File: config.mk
export PLATFORM = sky130hd
export DESIGN_NAME = endian_byte_mem
export DESIGN_NICKNAME = d
export VERILOG_FILES = /design/src/rtl/emem_pkg.sv /design/src/rtl/emem_align_chk.sv /design/src/rtl/emem_byte_bank.sv /design/src/rtl/emem_wr_steer.sv /design/src/rtl/emem_rd_gather.sv /design/src/rtl/endian_byte_mem.sv
export SDC_FILE = /design/constraint.sdc
export NUM_CORES = 1
export LEC_CHECK = 0
export BUFFER_PORTS_ARGS = -buffer_cell sky130_fd_sc_hd__buf_2
export CAP_MARGIN = 20
export CELL_PAD_IN_SITES_DETAIL_PLACEMENT = 0
export CELL_PAD_IN_SITES_GLOBAL_PLACEMENT = 1
export CORE_ASPECT_RATIO = 0.8
export CORE_MARGIN = 2
export CORE_UTILIZATION = 54
export CTS_CLUSTER_SIZE = 25
export DETAILED_ROUTE_END_ITERATION = 7
export PLACE_DENSITY = 0.89
export SETUP_SLACK_MARGIN = 0.4
export SLEW_MARGIN = 0
export SYNTH_ARGS = -nofsm -noshare
export SYNTH_HDL_FRONTEND = slang
export SYNTH_HIERARCHICAL = 1
export SYNTH_SLANG_ARGS = --single-unit
File: constraint.sdc
create_clock -name clk -period 5.2 [get_ports clk]
set_input_delay 1.04 -clock clk [delete_from_list [all_inputs] [get_ports clk]]
set_output_delay 1.04 -clock clk [all_outputs]
set_load 0.01 [all_outputs]
File: src/rtl/emem_pkg.sv
package emem_pkg;
  localparam int unsigned LANES  = 4;
  localparam int unsigned LANE_W = 8;
  localparam int unsigned WORD_W = LANES * LANE_W;

  typedef enum logic {
    SZ_BYTE = 1'b0,
    SZ_WORD = 1'b1
  } size_e;

  // data lane holding the k-th byte of a word access; its own inverse
  function automatic logic [1:0] lane_of(input logic [1:0] k, input logic big);
    return big ? (2'd3 - k) : k;
  endfunction
endpackage

File: src/rtl/emem_align_chk.sv
module emem_align_chk #(
  parameter int unsigned ADDR_W = 6
) (
  input  logic              size_word,
  input  logic [ADDR_W-1:0] addr,
  output logic              misaligned,
  output logic [1:0]        offset,
  output logic [ADDR_W-3:0] row
);
  assign offset     = addr[1:0];
  assign row        = addr[ADDR_W-1:2];
  assign misaligned = size_word && (addr[1:0] != 2'd0);
endmodule

File: src/rtl/emem_byte_bank.sv
module emem_byte_bank #(
  parameter int unsigned ROW_W = 4
) (
  input  logic             clk,
  input  logic             we,
  input  logic [ROW_W-1:0] row,
  input  logic [7:0]       wbyte,
  output logic [7:0]       q
);
  localparam int unsigned DEPTH = 2 ** ROW_W;

  logic [7:0] cells [DEPTH];

  always_ff @(posedge clk) begin
    if (we) cells[row] <= wbyte;
    q <= cells[row];
  end
endmodule

File: src/rtl/emem_wr_steer.sv
module emem_wr_steer
  import emem_pkg::*;
(
  input  logic                          we,
  input  logic                          size_word,
  input  logic                          big,
  input  logic                          phase_b,
  input  logic [1:0]                    off,
  input  logic [WORD_W-1:0]             wdata,
  output logic [LANES-1:0]              bank_we,
  output logic [LANES-1:0][LANE_W-1:0]  bank_wbyte
);
  for (genvar b = 0; b < LANES; b++) begin : g_bank
    localparam logic [1:0] BI = 2'(b);
    logic [1:0] k;
    logic [1:0] lane;
    logic       active;

    always_comb begin
      k    = BI - off;
      lane = size_word ? lane_of(k, big) : 2'd0;
      if (size_word) active = phase_b ? (BI < off) : (BI >= off);
      else           active = (BI == off);
      bank_we[b]    = we && active;
      bank_wbyte[b] = wdata[{lane, 3'b000} +: LANE_W];
    end
  end
endmodule

File: src/rtl/emem_rd_gather.sv
module emem_rd_gather
  import emem_pkg::*;
(
  input  logic                          rd_en,
  input  logic                          size_word,
  input  logic                          big,
  input  logic                          split,
  input  logic [1:0]                    off,
  input  logic [LANES-1:0][LANE_W-1:0]  live,
  input  logic [LANES-1:0][LANE_W-1:0]  hold,
  output logic [WORD_W-1:0]             rdata
);
  for (genvar l = 0; l < LANES; l++) begin : g_lane
    localparam logic [1:0] LI = 2'(l);
    logic [1:0]        k;
    logic [1:0]        bsel;
    logic [LANE_W-1:0] pick;

    always_comb begin
      k    = lane_of(LI, big);
      bsel = off + k;
      if (size_word) begin
        pick = (split && (bsel >= off)) ? hold[bsel] : live[bsel];
      end else begin
        pick = (LI == 2'd0) ? live[off] : '0;
      end
      rdata[l*LANE_W +: LANE_W] = rd_en ? pick : '0;
    end
  end
endmodule

File: src/rtl/endian_byte_mem.sv
module endian_byte_mem
  import emem_pkg::*;
#(
  parameter int unsigned ADDR_W          = 6,
  parameter bit          SPLIT_UNALIGNED = 1'b1
) (
  input  logic              clk,
  input  logic              rst_n,
  input  logic              req_valid,
  output logic              req_ready,
  input  logic              req_we,
  input  logic              req_size,
  input  logic              req_big_endian,
  input  logic [ADDR_W-1:0] req_addr,
  input  logic [31:0]       req_wdata,
  output logic              rsp_valid,
  output logic [31:0]       rsp_rdata,
  output logic              rsp_err
);
  localparam int unsigned    ROW_W   = ADDR_W - 2;
  localparam logic [ROW_W-1:0] ROW_ONE = ROW_W'(1);

  logic             req_mis;
  logic [1:0]       req_off;
  logic [ROW_W-1:0] req_row;

  emem_align_chk #(.ADDR_W(ADDR_W)) u_align (
    .size_word (req_size),
    .addr      (req_addr),
    .misaligned(req_mis),
    .offset    (req_off),
    .row       (req_row)
  );

  // second-half state for a split access
  logic             busy;
  logic             st_we;
  logic             st_big;
  logic [1:0]       st_off;
  logic [ROW_W-1:0] st_row;
  logic [31:0]      st_wdata;

  logic accept;
  logic reject;
  logic start_split;

  assign req_ready   = !busy;
  assign accept      = req_valid && req_ready;
  assign reject      = accept && req_mis && !SPLIT_UNALIGNED;
  assign start_split = accept && req_mis && SPLIT_UNALIGNED;

  // issue side of the banks
  logic             iss_we;
  logic             iss_size;
  logic             iss_big;
  logic [1:0]       iss_off;
  logic [ROW_W-1:0] iss_row;
  logic [31:0]      iss_wdata;

  always_comb begin
    if (busy) begin
      iss_we    = st_we;
      iss_size  = SZ_WORD;
      iss_big   = st_big;
      iss_off   = st_off;
      iss_row   = st_row + ROW_ONE;
      iss_wdata = st_wdata;
    end else begin
      iss_we    = accept && req_we && !reject;
      iss_size  = req_size;
      iss_big   = req_big_endian;
      iss_off   = req_off;
      iss_row   = req_row;
      iss_wdata = req_wdata;
    end
  end

  logic [LANES-1:0]             bank_we;
  logic [LANES-1:0][LANE_W-1:0] bank_wbyte;
  logic [LANES-1:0][LANE_W-1:0] bank_q;
  logic [LANES-1:0][LANE_W-1:0] hold_q;

  emem_wr_steer u_steer (
    .we        (iss_we),
    .size_word (iss_size),
    .big       (iss_big),
    .phase_b   (busy),
    .off       (iss_off),
    .wdata     (iss_wdata),
    .bank_we   (bank_we),
    .bank_wbyte(bank_wbyte)
  );

  for (genvar b = 0; b < LANES; b++) begin : g_bank
    emem_byte_bank #(.ROW_W(ROW_W)) u_bank (
      .clk  (clk),
      .we   (bank_we[b]),
      .row  (iss_row),
      .wbyte(bank_wbyte[b]),
      .q    (bank_q[b])
    );
  end

  // first-half read bytes are held while the second half is read
  always_ff @(posedge clk) begin
    if (busy) hold_q <= bank_q;
  end

  logic       rsp_valid_q;
  logic       rsp_err_q;
  logic       rsp_rd_q;
  logic       rsp_split_q;
  logic       rsp_size_q;
  logic       rsp_big_q;
  logic [1:0] rsp_off_q;

  always_ff @(posedge clk) begin
    if (!rst_n) begin
      busy        <= 1'b0;
      st_we       <= 1'b0;
      st_big      <= 1'b0;
      st_off      <= '0;
      st_row      <= '0;
      st_wdata    <= '0;
      rsp_valid_q <= 1'b0;
      rsp_err_q   <= 1'b0;
      rsp_rd_q    <= 1'b0;
      rsp_split_q <= 1'b0;
      rsp_size_q  <= 1'b0;
      rsp_big_q   <= 1'b0;
      rsp_off_q   <= '0;
    end else begin
      rsp_valid_q <= 1'b0;
      rsp_err_q   <= 1'b0;
      if (busy) begin
        busy        <= 1'b0;
        rsp_valid_q <= 1'b1;
        rsp_rd_q    <= !st_we;
        rsp_split_q <= 1'b1;
        rsp_size_q  <= SZ_WORD;
        rsp_big_q   <= st_big;
        rsp_off_q   <= st_off;
      end else if (accept) begin
        if (start_split) begin
          busy     <= 1'b1;
          st_we    <= req_we;
          st_big   <= req_big_endian;
          st_off   <= req_off;
          st_row   <= req_row;
          st_wdata <= req_wdata;
        end else begin
          rsp_valid_q <= 1'b1;
          rsp_err_q   <= req_mis;
          rsp_rd_q    <= !req_we;
          rsp_split_q <= 1'b0;
          rsp_size_q  <= req_size;
          rsp_big_q   <= req_big_endian;
          rsp_off_q   <= req_off;
        end
      end
    end
  end

  emem_rd_gather u_gather (
    .rd_en    (rsp_valid_q && rsp_rd_q && !rsp_err_q),
    .size_word(rsp_size_q),
    .big      (rsp_big_q),
    .split    (rsp_split_q),
    .off      (rsp_off_q),
    .live     (bank_q),
    .hold     (hold_q),
    .rdata    (rsp_rdata)
  );

  assign rsp_valid = rsp_valid_q;
  assign rsp_err   = rsp_err_q;
endmodule

======== After elaboration in Yosys (flattened, before gate mapping) ========
Memory sizes are Yosys's and may differ from the RTL's. A register that Yosys moved wholly into a read port is not among the register bits.
Cells that the tools add are included.
operators by class
  shift-type cells ........................ 4
  magnitude comparators ................... 17
  add/sub/neg operators ................... 13
  eq/ne operators ......................... 4
  multiplexer cells ....................... 83
  bitwise operators ....................... 3
  reduce and logical (&&, ||, !) cells .... 25
operators with widths
  cell                                                        count
  2-to-1 mux 8 bit                                            21
  binary-select mux 8 bit (select 2 bit)                      9
  indexed part select 32 x 6 -> 8 bit                         4
  2-to-1 mux 1 bit                                            35
  2-to-1 mux 2 bit                                            16
  2-to-1 mux 32 bit                                           1
  less-than comparator 2 x 3 -> 1 bit, second input constant  5
  logical AND 1 bit                                           14
  subtractor 2 bit, first input constant                      6
  adder 2 bit                                                 4
  >= comparator 2 bit                                         4
  adder 4 x 1 -> 4 bit, second input constant                 1
  equality test 2 bit, first input constant                   2
  >= comparator 1 x 2 -> 1 bit, first input constant          2
  >= comparator 2 bit, first input constant                   2
  zero test 1 bit                                             4
  less-than comparator 1 x 2 -> 1 bit, first input constant   2
  less-than comparator 2 bit, first input constant            2
  2-to-1 mux 4 bit                                            1
  nonzero test 2 bit                                          2
  OR reduction 4 bit                                          1
  subtractor 1 x 2 -> 2 bit, first input constant             2
  inverter 1 bit                                              3
  AND reduction 3 bit                                         1
  5 further kinds                                             5
storage, ports and cells
  input bits .............................. 44
  flip-flop bits (word level) ............. 81
  memory bits (writable) .................. 512
  logic and storage cells ................. 170
  output and inout bits ................... 35
  memories kept ........................... 4
memory list
  name                    words  bits a word  rd ports  clocked after Yosys merged registers in  write ports  line                  source
  g_bank[0].u_bank.cells  16     8            1         1                                        1            emem_byte_bank.sv:12  logic [7:0] cells [DEPTH];
  g_bank[1].u_bank.cells  16     8            1         1                                        1            emem_byte_bank.sv:12
  g_bank[2].u_bank.cells  16     8            1         1                                        1            emem_byte_bank.sv:12
  g_bank[3].u_bank.cells  16     8            1         1                                        1            emem_byte_bank.sv:12

======== Logic depth before layout (Yosys ltp) ========
  depth in word-level cells ............... 7
  depth in mapped cells ................... 11
  depth with buffers taken out ............ 8

======== Modules after synthesis ========
Netlist, hierarchy kept.
modules (own cells, without submodules)
  module           cells an instance  instances  area an instance (µm²)  sequential area each (µm²)
  emem_byte_bank   230                4          5067.4                  4003.8
  endian_byte_mem  299                1          3309.4                  1941.9
  emem_rd_gather   194                1          2509.9                  0.0
  emem_wr_steer    200                1          1601.5                  0.0
  emem_align_chk   7                  1          52.6                    0.0

======== Worst setup path after synthesis ========
Ideal clock, no wire load.
  path type ............................... register to register
  from .................................... register busy
  to ...................................... memory g_bank[0].u_bank.cells[0][7], data pin
  stages on the path, launching flop included .. 10
  path buffers ............................ 2
  slack ................................... 915 ps
  data arrival time ....................... 3958 ps
  required time ........................... 4873 ps
  library setup time ...................... 327 ps
  clock period less this slack ............ 4285 ps
  cell sequence ........................... dfxtp_1 > buf_6 > mux2_2 > buf_2 > inv_2 > ha_1 > xnor2_2 > nand2_1 > and3_1 > a2111oi_2
RTL lines
  item                      line                    source
  start: declaration        endian_byte_mem.sv:36   logic busy;
  start signal: assignment  endian_byte_mem.sv:119  busy <= 1'b0;
  start signal: assignment  endian_byte_mem.sv:136  busy <= 1'b0;
  start signal: assignment  endian_byte_mem.sv:145  busy <= 1'b1;
  end: declaration          emem_byte_bank.sv:12

======== Worst setup path after layout ========
  from .................................... register rsp_big_q
  to ...................................... output port rsp_rdata[0]
between the ends
  word-level cells in the longest chain between the ends .. 7
  elaborated cells on any way between the ends .. 11
  those cells by class .................... add/sub: 1; order compare: 1; mux: 8; reduce/logical: 1
ends and longest elaborated chain
  item                                                                                  line                    source
  start: declaration                                                                    endian_byte_mem.sv:114  logic rsp_big_q;
  start signal: assignment                                                              endian_byte_mem.sv:141  rsp_big_q <= st_big;
  start signal: assignment                                                              endian_byte_mem.sv:157  rsp_big_q <= req_big_endian;
  2-to-1 mux 2 bit *                                                                    emem_pkg.sv:13          return big ? (2'd3 - k) : k;
  adder 2 bit *                                                                         emem_rd_gather.sv:21    bsel = off + k;
  binary-select mux 8 bit (select 2 bit) / >= comparator 2 bit (equally long branches)  emem_rd_gather.sv:23    pick = (split && (bsel >= off)) ? hold[bsel] : live[bsel];
  2-to-1 mux 8 bit (not written as such) / logical AND 1 bit (equally long branches)    emem_rd_gather.sv:23
  2-to-1 mux 8 bit *                                                                    emem_rd_gather.sv:23
  2-to-1 mux 8 bit *                                                                    emem_rd_gather.sv:22    if (size_word) begin
  2-to-1 mux 8 bit *                                                                    emem_rd_gather.sv:27    rdata[l*LANE_W +: LANE_W] = rd_en ? pick : '0;
  end: declaration                                                                      endian_byte_mem.sv:17   output logic [31:0] rsp_rdata,
Mark *: on every way between the ends. The rest lies on a longest branch, timed or not. The select of a mux whose other input is x is not followed.

==> flow_metrics.py <==
metrics = {
    "route": {
        "dr.pass1.iters": 5,
        "post_drt_via_cell_ratio": 6.51,
        "totalWireLength_um": 65000,
        "drc": 0,
        "drtAntennaViolNets": 0,
        "drt-initial-drc-count": 1802,
        "vias": 15958,
        "routedWlPerCell_um": 26.5,
    },
    "timing": {
        "slew_violations": 0,
        "period_share_pct": 88.4,
        "period_needed_ns": 4.60,
        "finalSetupViolCount": 0,
        "max_freq_ghz": 0.218,
        "hold_viol_final": 0,
        "slew_headroom_pct": 22.5,
        "worstMarginPinSlew_ns": 1.16,
        "fin_tns_setup_ns": 0,
        "fin_skew_ns": 0.0279,
        "grt_setup_unrepaired": "true",
    },
    "cells_and_area": {
        "mostFrequentLayoutCells": "edfxtp_1, mux4_2, nand2_1",
        "register_area_um2": 18000,
        "nNetsFinal": 1780,
        "multi_input_area_um2": 9220,
        "final_common_cell": "edfxtp_1",
        "design_area_um2": 30900,
        "syn_to_final_growth_pct": 11.4,
        "layout-drive-gt1-share_pct": 27.7,
        "antenna_cells": 0,
        "nFillCells": 3635,
        "final_util_pct": 60.7,
    },
    "cts": {
        "cts.clk_slew.worst_paths_ns": 0.06,
        "worstSkewPairLatency_ns": 0.63,
        "clockBufferDepth": 3,
        "cts_tree": "done",
        "h-tree-depth": 2,
        "cts_buffers": 58,
        "root_buffer": "clkbuf_16",
        "clkSinkCount": 625,
        "cts_hold_buf": 0,
    },
    "logic_synthesis": {
        "synth_fp_nets": 1678,
        "synthFlopType": "edfxtp_1",
        "synthCells": 1620,
        "ys_types": 58,
        "synth_warnings": 6,
        "synth-async-reset-ratio_pct": 0,
        "yosysSeqAreaShare_pct": 64.7,
        "syn_area_per_cell_um2": 17.1,
        "syn_area_um2": 27700,
        "synth_edf_count": 544,
        "ys_ff_latch": 625,
    },
    "global_route": {
        "track_usage_pct": 24.8,
        "grt_max_degree": 108,
        "grt_pass1_vias": 15781,
        "grt-ovfl-total": 0,
        "antenna_found_initial": 2,
        "grt_pass1_wl_um": 98600,
    },
    "worst_setup_path": {
        "cp.arrival_ns": 3.56,
        "crit_type": "reg2out",
        "worst_setup_path_end_kind": "output port",
        "crit_fanout": 34,
        "timing.critical_path.from_type": "register",
        "cp.required_ns": 4.16,
    },
    "placed_design": {
        "placedInstanceArea_um2": 29000,
        "gp_congestion": 0.902,
        "numPortBuffers": 78,
        "dp_hpwl_um": 42300,
    },
    "floorplan": {
        "die-height_um": 207,
        "start_util_pct": 54.5,
        "die-width_um": 257,
        "dieArea_um2": 53200,
        "rows": 74,
        "io_pins": 79,
        "core_area_um2": 50900,
    },
    "pwr": {
        "leakage_nw": 10.3,
        "ir_worst_vdd_mv": 0.296,
        "power.density_nw_per_um2": 374,
        "power.total_w": 0.0116,
    },
    "run": {
        "maxCapViolCount": 0,
    },
    "run_status": {
        "status": "completed",
    },
    "min_path": {
        "worst_hold_path_type": "reg2reg",
    },
}
[worst paths after layout]
kind | from | cells past startpoint | slack, ns | to
setup / recovery | rsp_big_q | 8 | 0.60 | rsp_rdata[0]
hold / removal | st_wdata[3] | 2 | 0.45 | st_wdata[3]
setup reg to reg | busy | 8 | 1.28 | g_bank[0].u_bank/cells[12][7]
hold reg to reg | st_wdata[3] | 2 | 0.45 | st_wdata[3]
[cells in the mapped netlist (8+ instances only)]
| cell | count | area [um2] |
|---|---|---|
| dfxtp_1 | 81 | 1620 |
| a21oi_1 | 51 | 255 |
| nor2_1 | 75 | 282 |
| nor3_1 | 27 | 135 |
| a21oi_2 | 23 | 201 |
| a31oi_1 | 8 | 50.1 |
| edfxtp_1 | 544 | 16300 |
| o21ai_0 | 15 | 75.1 |
| nand3_1 | 14 | 70.1 |
| a211oi_1 | 8 | 60.1 |
| mux2_2 | 44 | 495 |
| nand3b_1 | 9 | 67.6 |
| a221o_1 | 21 | 210 |
| buf_2 | 27 | 135 |
| nand2_1 | 141 | 529 |
| mux2i_1 | 53 | 531 |
| buf_6 | 20 | 225 |
| buf_4 | 9 | 67.6 |
| clkbuf_1 | 18 | 67.6 |
| ha_1 | 14 | 175 |
| mux4_2 | 165 | 3720 |
| mux4_1 | 31 | 815 |
| a22oi_1 | 64 | 480 |
| nand2b_1 | 20 | 125 |
| buf_1 | 27 | 101 |
| o2bb2ai_1 | 10 | 87.6 |
| nor2b_1 | 13 | 81.3 |
| a22o_1 | 23 | 201 |
[metrics by stage]
step,hold slack (ns),cells,setup slack [ns]
global route,0.475,2452,0.398
detailed placement,0.443,2341,1.08
floorplan,0.433,1620,0.915
CTS,0.452,2447,0.501
global placement,0.438,2340,1.15
finish,0.452,2452,0.603
[layout make-up]
class                   count  area share, %
well taps                 684           2.77
flip-flops and latches    625           58.1
clock buffers              72           4.87
clock inverters            34           1.20
repair buffers            148           3.11
multi-input cells         880           29.8
inverters                   9          0.109
[timing repair]
action                                  4_1_cts  5_1_grt
pin swaps                                     0        0
buffers inserted                              0        0
endpoints found under the setup margin        1       20
gates resized for setup                       1        5
hold endpoints to repair                      0        0
gates cloned                                  0        0
[sequential cells by signal, indices dropped and copies added, names as in the netlist, 2 cells and up]
signal	cells
st_row	4
hold_q	32
st_wdata	32
rsp_off_q	2
g_bank.u_bank/q	32
st_off	2
g_bank.u_bank/cells	512
[where the power goes]
| part | switching, W | internal, W |
|---|---|---|
| Combinational | 0.000903 | 0.000666 |
| Clock | 0.00183 | 0.00236 |
| Sequential | 0.000114 | 0.00570 |
[metal layers]
layer	vias to the layer above	wire length [um]	global-route usage (%)
li1	6778	-	-
met3	91	6560	4.65
met2	882	30200	38.9
met4	0	1230	5.95
met1	8207	27000	36.6
met5	-	0	0
[worst max-delay path: stages, from the launching register on]
cell	delay, ns
dfxtp_1	0.53
inv_1	0.20
ha_4	0.64
xor2_1	0.20
a21o_1	0.24
o21ai_1	0.42
nand3_1	0.15
a31oi_1	0.34
buf_2	0.19
[cell families (layout without fill, tap and decap cells)]
| family | Yosys count | after routing | synth area share [%] |
|---|---|---|---|
| flops | 625 | 625 | 64.7 |
| simple gates | 315 | 315 | 5.08 |
| mux | 293 | 293 | 20.0 |
| compound gates | 243 | 243 | 6.43 |
| buf+inv | 115 | 263 | 2.40 |
| fa+ha+maj | 14 | 14 | 0.631 |
| xor+xnor | 14 | 14 | 0.686 |
| other cells | 1 | 1 | 0.0135 |
Note: power is estimated with default switching activity, not from simulation.
